[config.mk]
export PLATFORM = sky130hd
export DESIGN_NAME = brk_unit
export DESIGN_NICKNAME = d
export VERILOG_FILES = /design/src/rtl/brk_pkg.sv /design/src/rtl/brk_chan.sv /design/src/rtl/brk_count.sv /design/src/rtl/brk_regs.sv /design/src/rtl/brk_unit.sv
export SDC_FILE = /design/constraint.sdc
export NUM_CORES = 1
export LEC_CHECK = 0
export BUFFER_PORTS_ARGS = -buffer_cell sky130_fd_sc_hd__buf_2
export CAP_MARGIN = 20
export CORE_ASPECT_RATIO = 0.6
export CORE_UTILIZATION = 60
export CTS_CLUSTER_DIAMETER = 60
export DETAILED_ROUTE_END_ITERATION = 8
export MAX_ROUTING_LAYER = met4
export PLACE_DENSITY = 0.81
export SYNTH_ARGS = -nofsm -noshare
export SYNTH_HDL_FRONTEND = slang
export SYNTH_SLANG_ARGS = --single-unit
[constraint.sdc]
create_clock -name clk -period 4 [get_ports clk]
set_input_delay 0.6 -clock clk [delete_from_list [all_inputs] [get_ports clk]]
set_output_delay 0.6 -clock clk [all_outputs]
set_load 0.01 [all_outputs]
[src/rtl/brk_pkg.sv]
package brk_pkg;
  localparam int RAW = 3;

  localparam logic [RAW-1:0] OFF_CTRL0 = 3'd0;
  localparam logic [RAW-1:0] OFF_ADDR0 = 3'd1;
  localparam logic [RAW-1:0] OFF_CTRL1 = 3'd2;
  localparam logic [RAW-1:0] OFF_ADDR1 = 3'd3;
  localparam logic [RAW-1:0] OFF_MODE  = 3'd4;
  localparam logic [RAW-1:0] OFF_COUNT = 3'd5;
  localparam logic [RAW-1:0] OFF_FLAGS = 3'd6;

  typedef enum logic [1:0] {
    KIND_IDLE  = 2'd0,
    KIND_FETCH = 2'd1,
    KIND_READ  = 2'd2,
    KIND_WRITE = 2'd3
  } bus_kind_e;

  typedef struct packed {
    logic [2:0] kmask;  // bit0 fetch, bit1 read, bit2 write
    logic       after;
    logic       brk_en;
    logic       en;
  } chan_cfg_t;
endpackage

[src/rtl/brk_chan.sv]
module brk_chan
  import brk_pkg::*;
#(
  parameter int AW = 32
) (
  input  chan_cfg_t         cfg,
  input  logic [AW-1:0]     cmp_addr,
  input  logic              bus_valid,
  input  logic [1:0]        bus_kind,
  input  logic [AW-1:0]     bus_addr,
  output logic              hit
);
  logic kind_ok;

  always_comb begin
    unique case (bus_kind)
      KIND_FETCH: kind_ok = cfg.kmask[0];
      KIND_READ:  kind_ok = cfg.kmask[1];
      KIND_WRITE: kind_ok = cfg.kmask[2];
      default:    kind_ok = 1'b0;
    endcase
  end

  assign hit = cfg.en & bus_valid & kind_ok & (bus_addr == cmp_addr);
endmodule

[src/rtl/brk_count.sv]
module brk_count #(
  parameter int CW = 8
) (
  input  logic          clk,
  input  logic          rst,
  input  logic          load,
  input  logic [CW-1:0] load_val,
  input  logic          cnt_en,
  input  logic          dec_hit,
  output logic [CW-1:0] cnt,
  output logic          fire
);
  localparam logic [CW-1:0] ONE = CW'(1);

  always_ff @(posedge clk) begin
    if (rst)
      cnt <= '0;
    else if (load)
      cnt <= load_val;
    else if (cnt_en && dec_hit && cnt != '0)
      cnt <= cnt - ONE;
  end

  assign fire = cnt_en & dec_hit & (cnt == ONE);
endmodule

[src/rtl/brk_regs.sv]
module brk_regs
  import brk_pkg::*;
#(
  parameter int AW = 32,
  parameter int DW = 32,
  parameter int CW = 8,
  parameter int NCH = 2
) (
  input  logic                    clk,
  input  logic                    rst,
  input  logic                    reg_we,
  input  logic [RAW-1:0]          reg_addr,
  input  logic [DW-1:0]           reg_wdata,
  input  logic [NCH-1:0]          flags,
  input  logic [CW-1:0]           cnt,
  output chan_cfg_t [NCH-1:0]     cfg,
  output logic [NCH-1:0][AW-1:0]  cmp_addr,
  output logic                    seq_en,
  output logic                    first_sel,
  output logic                    cnt_en,
  output logic [DW-1:0]           reg_rdata
);
  for (genvar c = 0; c < NCH; c++) begin : g_chreg
    localparam logic [RAW-1:0] CTRL_OFF = RAW'(2 * c);
    localparam logic [RAW-1:0] ADDR_OFF = RAW'(2 * c + 1);
    always_ff @(posedge clk) begin
      if (rst) begin
        cfg[c]      <= '0;
        cmp_addr[c] <= '0;
      end else if (reg_we) begin
        if (reg_addr == CTRL_OFF)
          cfg[c] <= '{kmask: reg_wdata[6:4], after: reg_wdata[2],
                      brk_en: reg_wdata[1], en: reg_wdata[0]};
        if (reg_addr == ADDR_OFF)
          cmp_addr[c] <= reg_wdata[AW-1:0];
      end
    end
  end

  always_ff @(posedge clk) begin
    if (rst) begin
      seq_en    <= 1'b0;
      first_sel <= 1'b0;
      cnt_en    <= 1'b0;
    end else if (reg_we && reg_addr == OFF_MODE) begin
      seq_en    <= reg_wdata[0];
      first_sel <= reg_wdata[1];
      cnt_en    <= reg_wdata[2];
    end
  end

  always_ff @(posedge clk) begin
    if (rst)
      reg_rdata <= '0;
    else begin
      unique case (reg_addr)
        OFF_CTRL0: reg_rdata <= DW'({cfg[0].kmask, 1'b0, cfg[0].after, cfg[0].brk_en, cfg[0].en});
        OFF_ADDR0: reg_rdata <= DW'(cmp_addr[0]);
        OFF_CTRL1: reg_rdata <= DW'({cfg[1].kmask, 1'b0, cfg[1].after, cfg[1].brk_en, cfg[1].en});
        OFF_ADDR1: reg_rdata <= DW'(cmp_addr[1]);
        OFF_MODE:  reg_rdata <= DW'({cnt_en, first_sel, seq_en});
        OFF_COUNT: reg_rdata <= DW'(cnt);
        OFF_FLAGS: reg_rdata <= DW'(flags);
        default:   reg_rdata <= '0;
      endcase
    end
  end
endmodule

[src/rtl/brk_unit.sv]
module brk_unit
  import brk_pkg::*;
#(
  parameter int AW = 32,
  parameter int DW = 32,
  parameter int CW = 8
) (
  input  logic           clk,
  input  logic           rst,
  input  logic           bus_valid,
  input  logic [1:0]     bus_kind,
  input  logic [AW-1:0]  bus_addr,
  input  logic           bus_blocked,
  input  logic           reg_we,
  input  logic [2:0]     reg_addr,
  input  logic [DW-1:0]  reg_wdata,
  output logic [DW-1:0]  reg_rdata,
  output logic           brk_req,
  output logic           brk_after
);
  localparam int NCH = 2;

  chan_cfg_t [NCH-1:0]    cfg;
  logic [NCH-1:0][AW-1:0] cmp_addr;
  logic [NCH-1:0]         hit, req, ch_ok, ch_en;
  logic [NCH-1:0]         flag_q, flag_n;
  logic                   seq_en, first_sel, cnt_en, cnt_fire, flag_wr, cnt_load;
  logic [CW-1:0]          cnt_q;

  brk_regs #(.AW(AW), .DW(DW), .CW(CW), .NCH(NCH)) regs_i (
    .clk(clk), .rst(rst), .reg_we(reg_we), .reg_addr(reg_addr),
    .reg_wdata(reg_wdata), .flags(flag_q), .cnt(cnt_q), .cfg(cfg),
    .cmp_addr(cmp_addr), .seq_en(seq_en), .first_sel(first_sel),
    .cnt_en(cnt_en), .reg_rdata(reg_rdata)
  );

  for (genvar c = 0; c < NCH; c++) begin : g_chan
    brk_chan #(.AW(AW)) chan_i (
      .cfg(cfg[c]), .cmp_addr(cmp_addr[c]), .bus_valid(bus_valid),
      .bus_kind(bus_kind), .bus_addr(bus_addr), .hit(hit[c])
    );
    assign ch_en[c] = cfg[c].en;
  end

  assign cnt_load = reg_we & (reg_addr == OFF_COUNT);

  brk_count #(.CW(CW)) count_i (
    .clk(clk), .rst(rst), .load(cnt_load), .load_val(reg_wdata[CW-1:0]),
    .cnt_en(cnt_en), .dec_hit(hit[1]), .cnt(cnt_q), .fire(cnt_fire)
  );

  assign ch_ok[0] = 1'b1;
  assign ch_ok[1] = ~cnt_en | cnt_fire;

  // Sequence: the first stage never requests; the second needs the first's flag.
  for (genvar c = 0; c < NCH; c++) begin : g_req
    logic is_first, armed;
    assign is_first = seq_en & (first_sel == 1'(c));
    assign armed    = ~seq_en | flag_q[first_sel];
    assign req[c]   = hit[c] & cfg[c].brk_en & ch_ok[c] & ~is_first & armed;
  end

  assign flag_wr = reg_we & (reg_addr == OFF_FLAGS);
  assign flag_n  = hit | (flag_q & ~({NCH{flag_wr}} & ~reg_wdata[NCH-1:0]));

  always_ff @(posedge clk) begin
    if (rst) begin
      flag_q    <= '0;
      brk_req   <= 1'b0;
      brk_after <= 1'b0;
    end else begin
      flag_q    <= flag_n;
      brk_req   <= (|req) & ~bus_blocked;
      brk_after <= req[0] ? cfg[0].after : (req[1] & cfg[1].after);
    end
  end
endmodule

Word-level counts from Yosys, hierarchy flattened. Index checks and enable logic that the tools add are counted.

Output and inout bits: 34. Bits in registers: 123. Word-level logic and storage cells: 85. Input bits: 74.

Muxes and demuxes: 8. Add/sub/neg operators: 1. Reduce and logical (&&, ||, !) cells: 11. $lt $le $gt $ge: 1. Eq/ne operators: 12. Bitwise gates (word level): 34.

Operators by type and width (count): $pmux 32 s7 (1); $eq 32x32->1 (2); $and 1x1->1 (21); $mux 8 (2); $eq 3x3->1 const B (3); $eq 8x1->1 const B (1); $reduce_and 2->1 (4); $reduce_bool 8->1 (1); $sub 8x1->8 const B (1); $eq 3x2->1 const B (2); $not 1->1 (6); $pmux 1 s3 (2); $and 2x2->2 (2); $eq 2x2->1 const B (2); $not 2->2 (2); $eq 3x1->1 const B (1); $logic_and 1x1->1 (3); $logic_not 3->1 (1); $mux 1 (3); $eq 2x1->1 const B (1); $lt 1x2->1 const B (1); $or 1x1->1 (2); $or 2x2->2 (1); $reduce_bool 2->1 (1); $reduce_or 2->1 (1).

Depth between registers and ports, before layout.
Depth after elaboration: 12. Mapped depth: 9. Mapped depth without buffers: 6.

By module. A second synthesis with hierarchy kept.

Cell total of the unflattened synthesis: 661. Area total of the unflattened synthesis: 5967.0 um^2.

Modules (own cells, without submodules): brk_regs (cells each 480, area an instance 4438.0 um^2, sequential area each 2222.1 um^2, instances 1); brk_chan (cells each 47, area an instance 385.4 um^2, sequential area each 0.0 um^2, instances 2); brk_count (cells each 62, area an instance 549.3 um^2, sequential area each 160.2 um^2, instances 1); brk_unit (cells each 25, area an instance 209.0 um^2, sequential area each 80.1 um^2, instances 1).

Worst setup path after synthesis. No wires, ideal clock.

Kind: input -> register. Start: input bus_addr[15]. End: register count_i.cnt[6]. Arrival: 2.345 ns. Slack: 1.564 ns. Cell stages on the path: 6. Required time: 3.909 ns. Setup time: 0.091 ns. Buffers on the path: 0. Cell sequence: xor2_1 -> or4_4 -> nor4_4 -> nand4_4 -> or4_1 -> a311oi_1.

Cells in the longest elaborated chain, start to end: 5.

RTL lines: from (decl) (line brk_unit.sv:12) `input logic [AW-1:0] bus_addr,`; $eq 32x32->1 (line brk_chan.sv:24) `assign hit = cfg.en & bus_valid & kind_ok & (bus_addr == cmp_addr);`; $and 1x1->1 (line brk_chan.sv:24); $logic_and 1x1->1 (2 in series) (line brk_count.sv:20) `else if (cnt_en && dec_hit && cnt != '0)`; $reduce_bool 2->1 (no source line); to (signal assigned) (line brk_count.sv:19) `cnt <= load_val;`; to (signal assigned) (line brk_count.sv:21) `cnt <= cnt - ONE;`; to (decl) (line brk_count.sv:10) `output logic [CW-1:0] cnt,`.

No other way between the ends. A chain may end at the register's enable or synchronous reset.

Worst setup path in the final report.
Start: register regs_i.cmp_addr[54] (netlist name). End: register count_i.cnt[5].

Cells in the longest elaborated chain, start to end: 5.

RTL lines: from (decl) (line brk_regs.sv:17) `output logic [NCH-1:0][AW-1:0] cmp_addr,`; from (signal, indexed assignment) (line brk_regs.sv:35) `cmp_addr[c] <= reg_wdata[AW-1:0];`; $eq 32x32->1 (line brk_chan.sv:24); $and 1x1->1 (line brk_chan.sv:24); $logic_and 1x1->1 (2 in series) (line brk_count.sv:20); $reduce_bool 2->1 (no source line).

No other way between the ends.

==> PnR_summary.wiki <==
{| class="wikitable"
! Metric !! Value
|-
| Status || finished, final reports clean
|-
| Leak pwr || roughly 2.6 nW
|-
| Count of instances resized after the clock tree is built || 0
|-
| Overall via count from detail_route || approximately 5700
|-
| Post-route clock skew || 10.8 ps
|-
| Max-slew violation count || 0
|-
| Cell count after synthesis || just under 700
|-
| Wire per inst || roughly 19 microns
|-
| Fraction of the mapped netlist area in compound gates || around 14%
|-
| Number of endpoints failing setup at the final stage || 0
|-
| Most common cell in the netlist || nand2_1
|-
| Max stage delay on crit path || approximately 800 ps
|-
| Number of core rows || 27
|-
| YS warnings || 0
|-
| Final period utilization || 65.1%
|-
| Pin slew with the least headroom to its limit || 950 ps
|-
| Deepest clock path buffer count || 2
|-
| Worst slew slack as a fraction of its limit || between 30% and 40%
|-
| Post-layout nets || 849
|-
| Setup crit end kind || flop
|-
| Min Hold Slack || 335 ps
|-
| Combined area of the multi-input logic cells || 3030 sq um
|-
| Routed via count divided by cell count || approximately 6
|-
| Largest area contributor in the synthesized netlist || dfxtp_1
|-
| Antenna violations before repair || 1
|-
| Required time worst endpoint || ~4300 ps
|-
| Final count of hold timing violations || 0
|-
| Hold Buf Count CTS || 0
|-
| Max-capacitance violation count || 0
|-
| Combined area of all synthesized cells || roughly 5700 sq um
|-
| Post-route DRC || 0
|-
| Highest ir drop seen on vdd || just over 0.4 mV
|-
| Cell at the root of the clock tree || clkbuf_16
|-
| Clock buffers created by TritonCTS || 17
|-
| Core footprint || between 9000 and 10000 sq um
|-
| Ports || roughly 110
|-
| Type of the worst min-delay path || in -> reg
|-
| Total half-perimeter wirelength after legalization and detailed placement || ~13000 microns
|-
| Number of global-route vias before repair || roughly 5100
|-
| Maximum number of pins on one net before global-route repair || 70
|-
| Power density cells || about 440 nW/um^2
|-
| Dominant register cell in the synthesized netlist || dfxtp_1
|-
| Synthesized-area fraction occupied by xor and xnor cells || roughly a tenth
|-
| # H-tree levels || 4
|-
| TritonRoute pass-1 iters || 8
|-
| Portion of netlist area occupied by mux cells || between 6 and 7%
|-
| Initial Utilization || a little over 60%
|-
| EDFF count, synth || 0
|-
| Synthesized net count || approximately 760
|-
| Number of DRC violations after detailed-routing iteration 0 || approximately 830
|-
| #FFs+latches synth || between 100 and 150
|-
| Aggregate negative setup slack || 0 ps
|-
| Fmax achieved || roughly 380 MHz
|-
| Clock sink count || ~120
|-
| Sequential share of the synthesized area || 43.4%
|-
| Wire length of the first global-routing pass || ~27000 microns
|-
| Clock-pin slew on the worst setup and hold paths || around 60 ps
|-
| Combinational family with the most area after synthesis || simple AND/OR/NAND/NOR gates
|-
| Floorplan die area || between 9000 and 10000 sq um
|-
| Biggest area contributors in the synthesized netlist || dfxtp_1 43%, nand2_1 9.5%, a21oi_1 6.7%, xnor2_1 5.6%, xor2_1 4.3%
|-
| Switching part of the total || roughly a quarter
|-
| Share of total power in the clock network || between 40% and 50%
|-
| Critical Path Fanout Max || 4
|-
| Vertical die dimension || between 70 and 80 microns
|-
| Worst-path cell with the longest stage delay || nor4b_1
|-
| Adder and majority gate portion of the synthesized area || less than 1%
|-
| Area share of the largest cell type after synthesis || between 40% and 50%
|-
| Routability congestion estimate from global placement || a little under 1
|-
| Number of distinct library cells after synthesis || 47
|-
| Share of flip-flops with an asynchronous set or reset || 0%
|-
| Layout cell share with drive strength beyond 1 || between 20% and 30%
|-
| Width of the die || around 130 microns
|-
| Final Critical Period || about 2600 ps
|-
| Setup repair after global routing missed its margin || false
|-
| Post-DP Area || ~6300 sq um
|-
| Combinational Power Share || about 8.5%
|-
| Leftover overflow at the end of global routing || 0
|-
| Basic-gate share of the synthesized area counting and, or, nand and nor cells || roughly 23%
|-
| Class of the most critical setup path || reg -> reg
|-
| Layout area overhead || 20.7%
|-
| Net switching component of the power || ~0.00075 W
|-
| Register Area || ~2500 sq um
|-
| Clock latency of the later-clocked register in the worst-skew pair || about 420 ps
|-
| Count of port buffers added during placement || between 100 and 150
|-
| Mean instance size in the synthesized netlist || 8.35 sq um
|-
| CTS tree || built
|-
| Data arrival time of the worst path || 2940 ps
|-
| Pint || roughly 0.0023 W
|-
| Area of all placed cells without fillers || approximately 6900 sq um
|-
| Relative contribution of sequential cells to total power || a little over two fifths
|-
| Commonest cells in the synthesized netlist || 144 x nand2_1, 123 x dfxtp_1, 76 x a21oi_1, 63 x nor2_1, 38 x clkbuf_1
|-
| Post-route antenna net violation count || 0
|-
| Startpoint kind of the worst setup timing path || flop
|-
| Total detailed-routing wirelength || roughly 18000 microns
|-
| Final-layout fill cell count || roughly 710
|-
| Worst-path cell chain || xnor2_1 -> nor4b_1 -> nand4_1 -> or3_1 -> a311oi_1
|-
| All-layer global routing usage || a little under 40%
|-
| # Post-CTS Setup Buffers || 0
|}
## cell type report
class	count	area share [%]
timing repair buffer	115	8.69
inverter	8	0.438
tap	130	2.37
antenna	1	0.0365
sequential	123	35.9
multi-input combinational	508	44.2
clock buffer	19	6.46
clock inverter	12	1.83
## stage by stage
step / cells / power [W] / util, % / worst slack, ps
floorplan: 680 / 0.00143 / - / 1560
global placement: 884 / 0.00153 / 68.4 / 1270
detailed placement: 884 / 0.00154 / 68.4 / 1240
CTS: 915 / 0.00300 / 74.5 / 1580
global route: 916 / 0.00309 / 74.6 / 1390
finish: 916 / 0.00301 / 74.6 / 1390
## sequential cells by signal (all words and copies together), names as in the netlist
register and flops:
regs_i.seq_en 1, brk_req 1, brk_after 1, regs_i.cmp_addr 64
regs_i.reg_rdata 32, count_i.cnt 8, regs_i.cnt_en 1, regs_i.first_sel 1
regs_i.cfg 12, flag_q 2
## metal layers
| layer | GRT usage (%) | wire, microns | vias to the layer above |
|---|---|---|---|
| li1 | - | - | 2533 |
| met1 | 53.5 | 7470 | 2628 |
| met2 | 53.1 | 7390 | 441 |
| met3 | 14.4 | 2610 | 51 |
| met4 | 11.0 | 339 | 0 |
| met5 | - | 0 | - |
## power groups by stage
stage | logic [W] | clock network [W] | registers (W)
global route | 0.000271 | 0.00155 | 0.00127
floorplan | 0.000138 | 0 | 0.00129
finish | 0.000257 | 0.00148 | 0.00127
global placement | 0.000242 | 0 | 0.00129
detailed placement | 0.000246 | 0 | 0.00129
CTS | 0.000248 | 0.00148 | 0.00127
## placed cells by master (no fill, tap or decap), types with 12 or more instances in the layout
master	n
dfxtp_1	123
nand2_1	144
a22oi_1	25
xor2_1	28
a21oi_1	76
clkbuf_16	17
mux2i_1	22
o21ai_0	12
buf_2	107
nor2_1	63
nand4_1	19
xnor2_1	36
## cells by family (layout without fill, tap and decap cells)
group | after synthesis | count (layout)
flops | 123 | 123
other cells | 0 | 1
fa+ha+maj | 2 | 2
compound gates | 129 | 129
simple gates | 284 | 284
buf+inv | 49 | 154
mux | 29 | 29
xor+xnor | 64 | 64
## worst paths after layout
path | from | slack, ps | depth (start not counted) | to
setup reg to reg | regs_i.cmp_addr[54] | 1390 | 5 | count_i.cnt[5]
hold / removal | bus_blocked | 330 | 2 | brk_req
setup / recovery | regs_i.cmp_addr[54] | 1390 | 5 | count_i.cnt[5]
hold reg to reg | regs_i.cmp_addr[51] | 480 | 2 | regs_i.cmp_addr[51]
## worst max-delay path: cells and delay by family, from the launching register on
kind            cells  cell delay (ps)
simple gates        3             1550
flops               1              340
compound gates      1              240
xor+xnor            1              390
(Power assumes the default switching activity.)
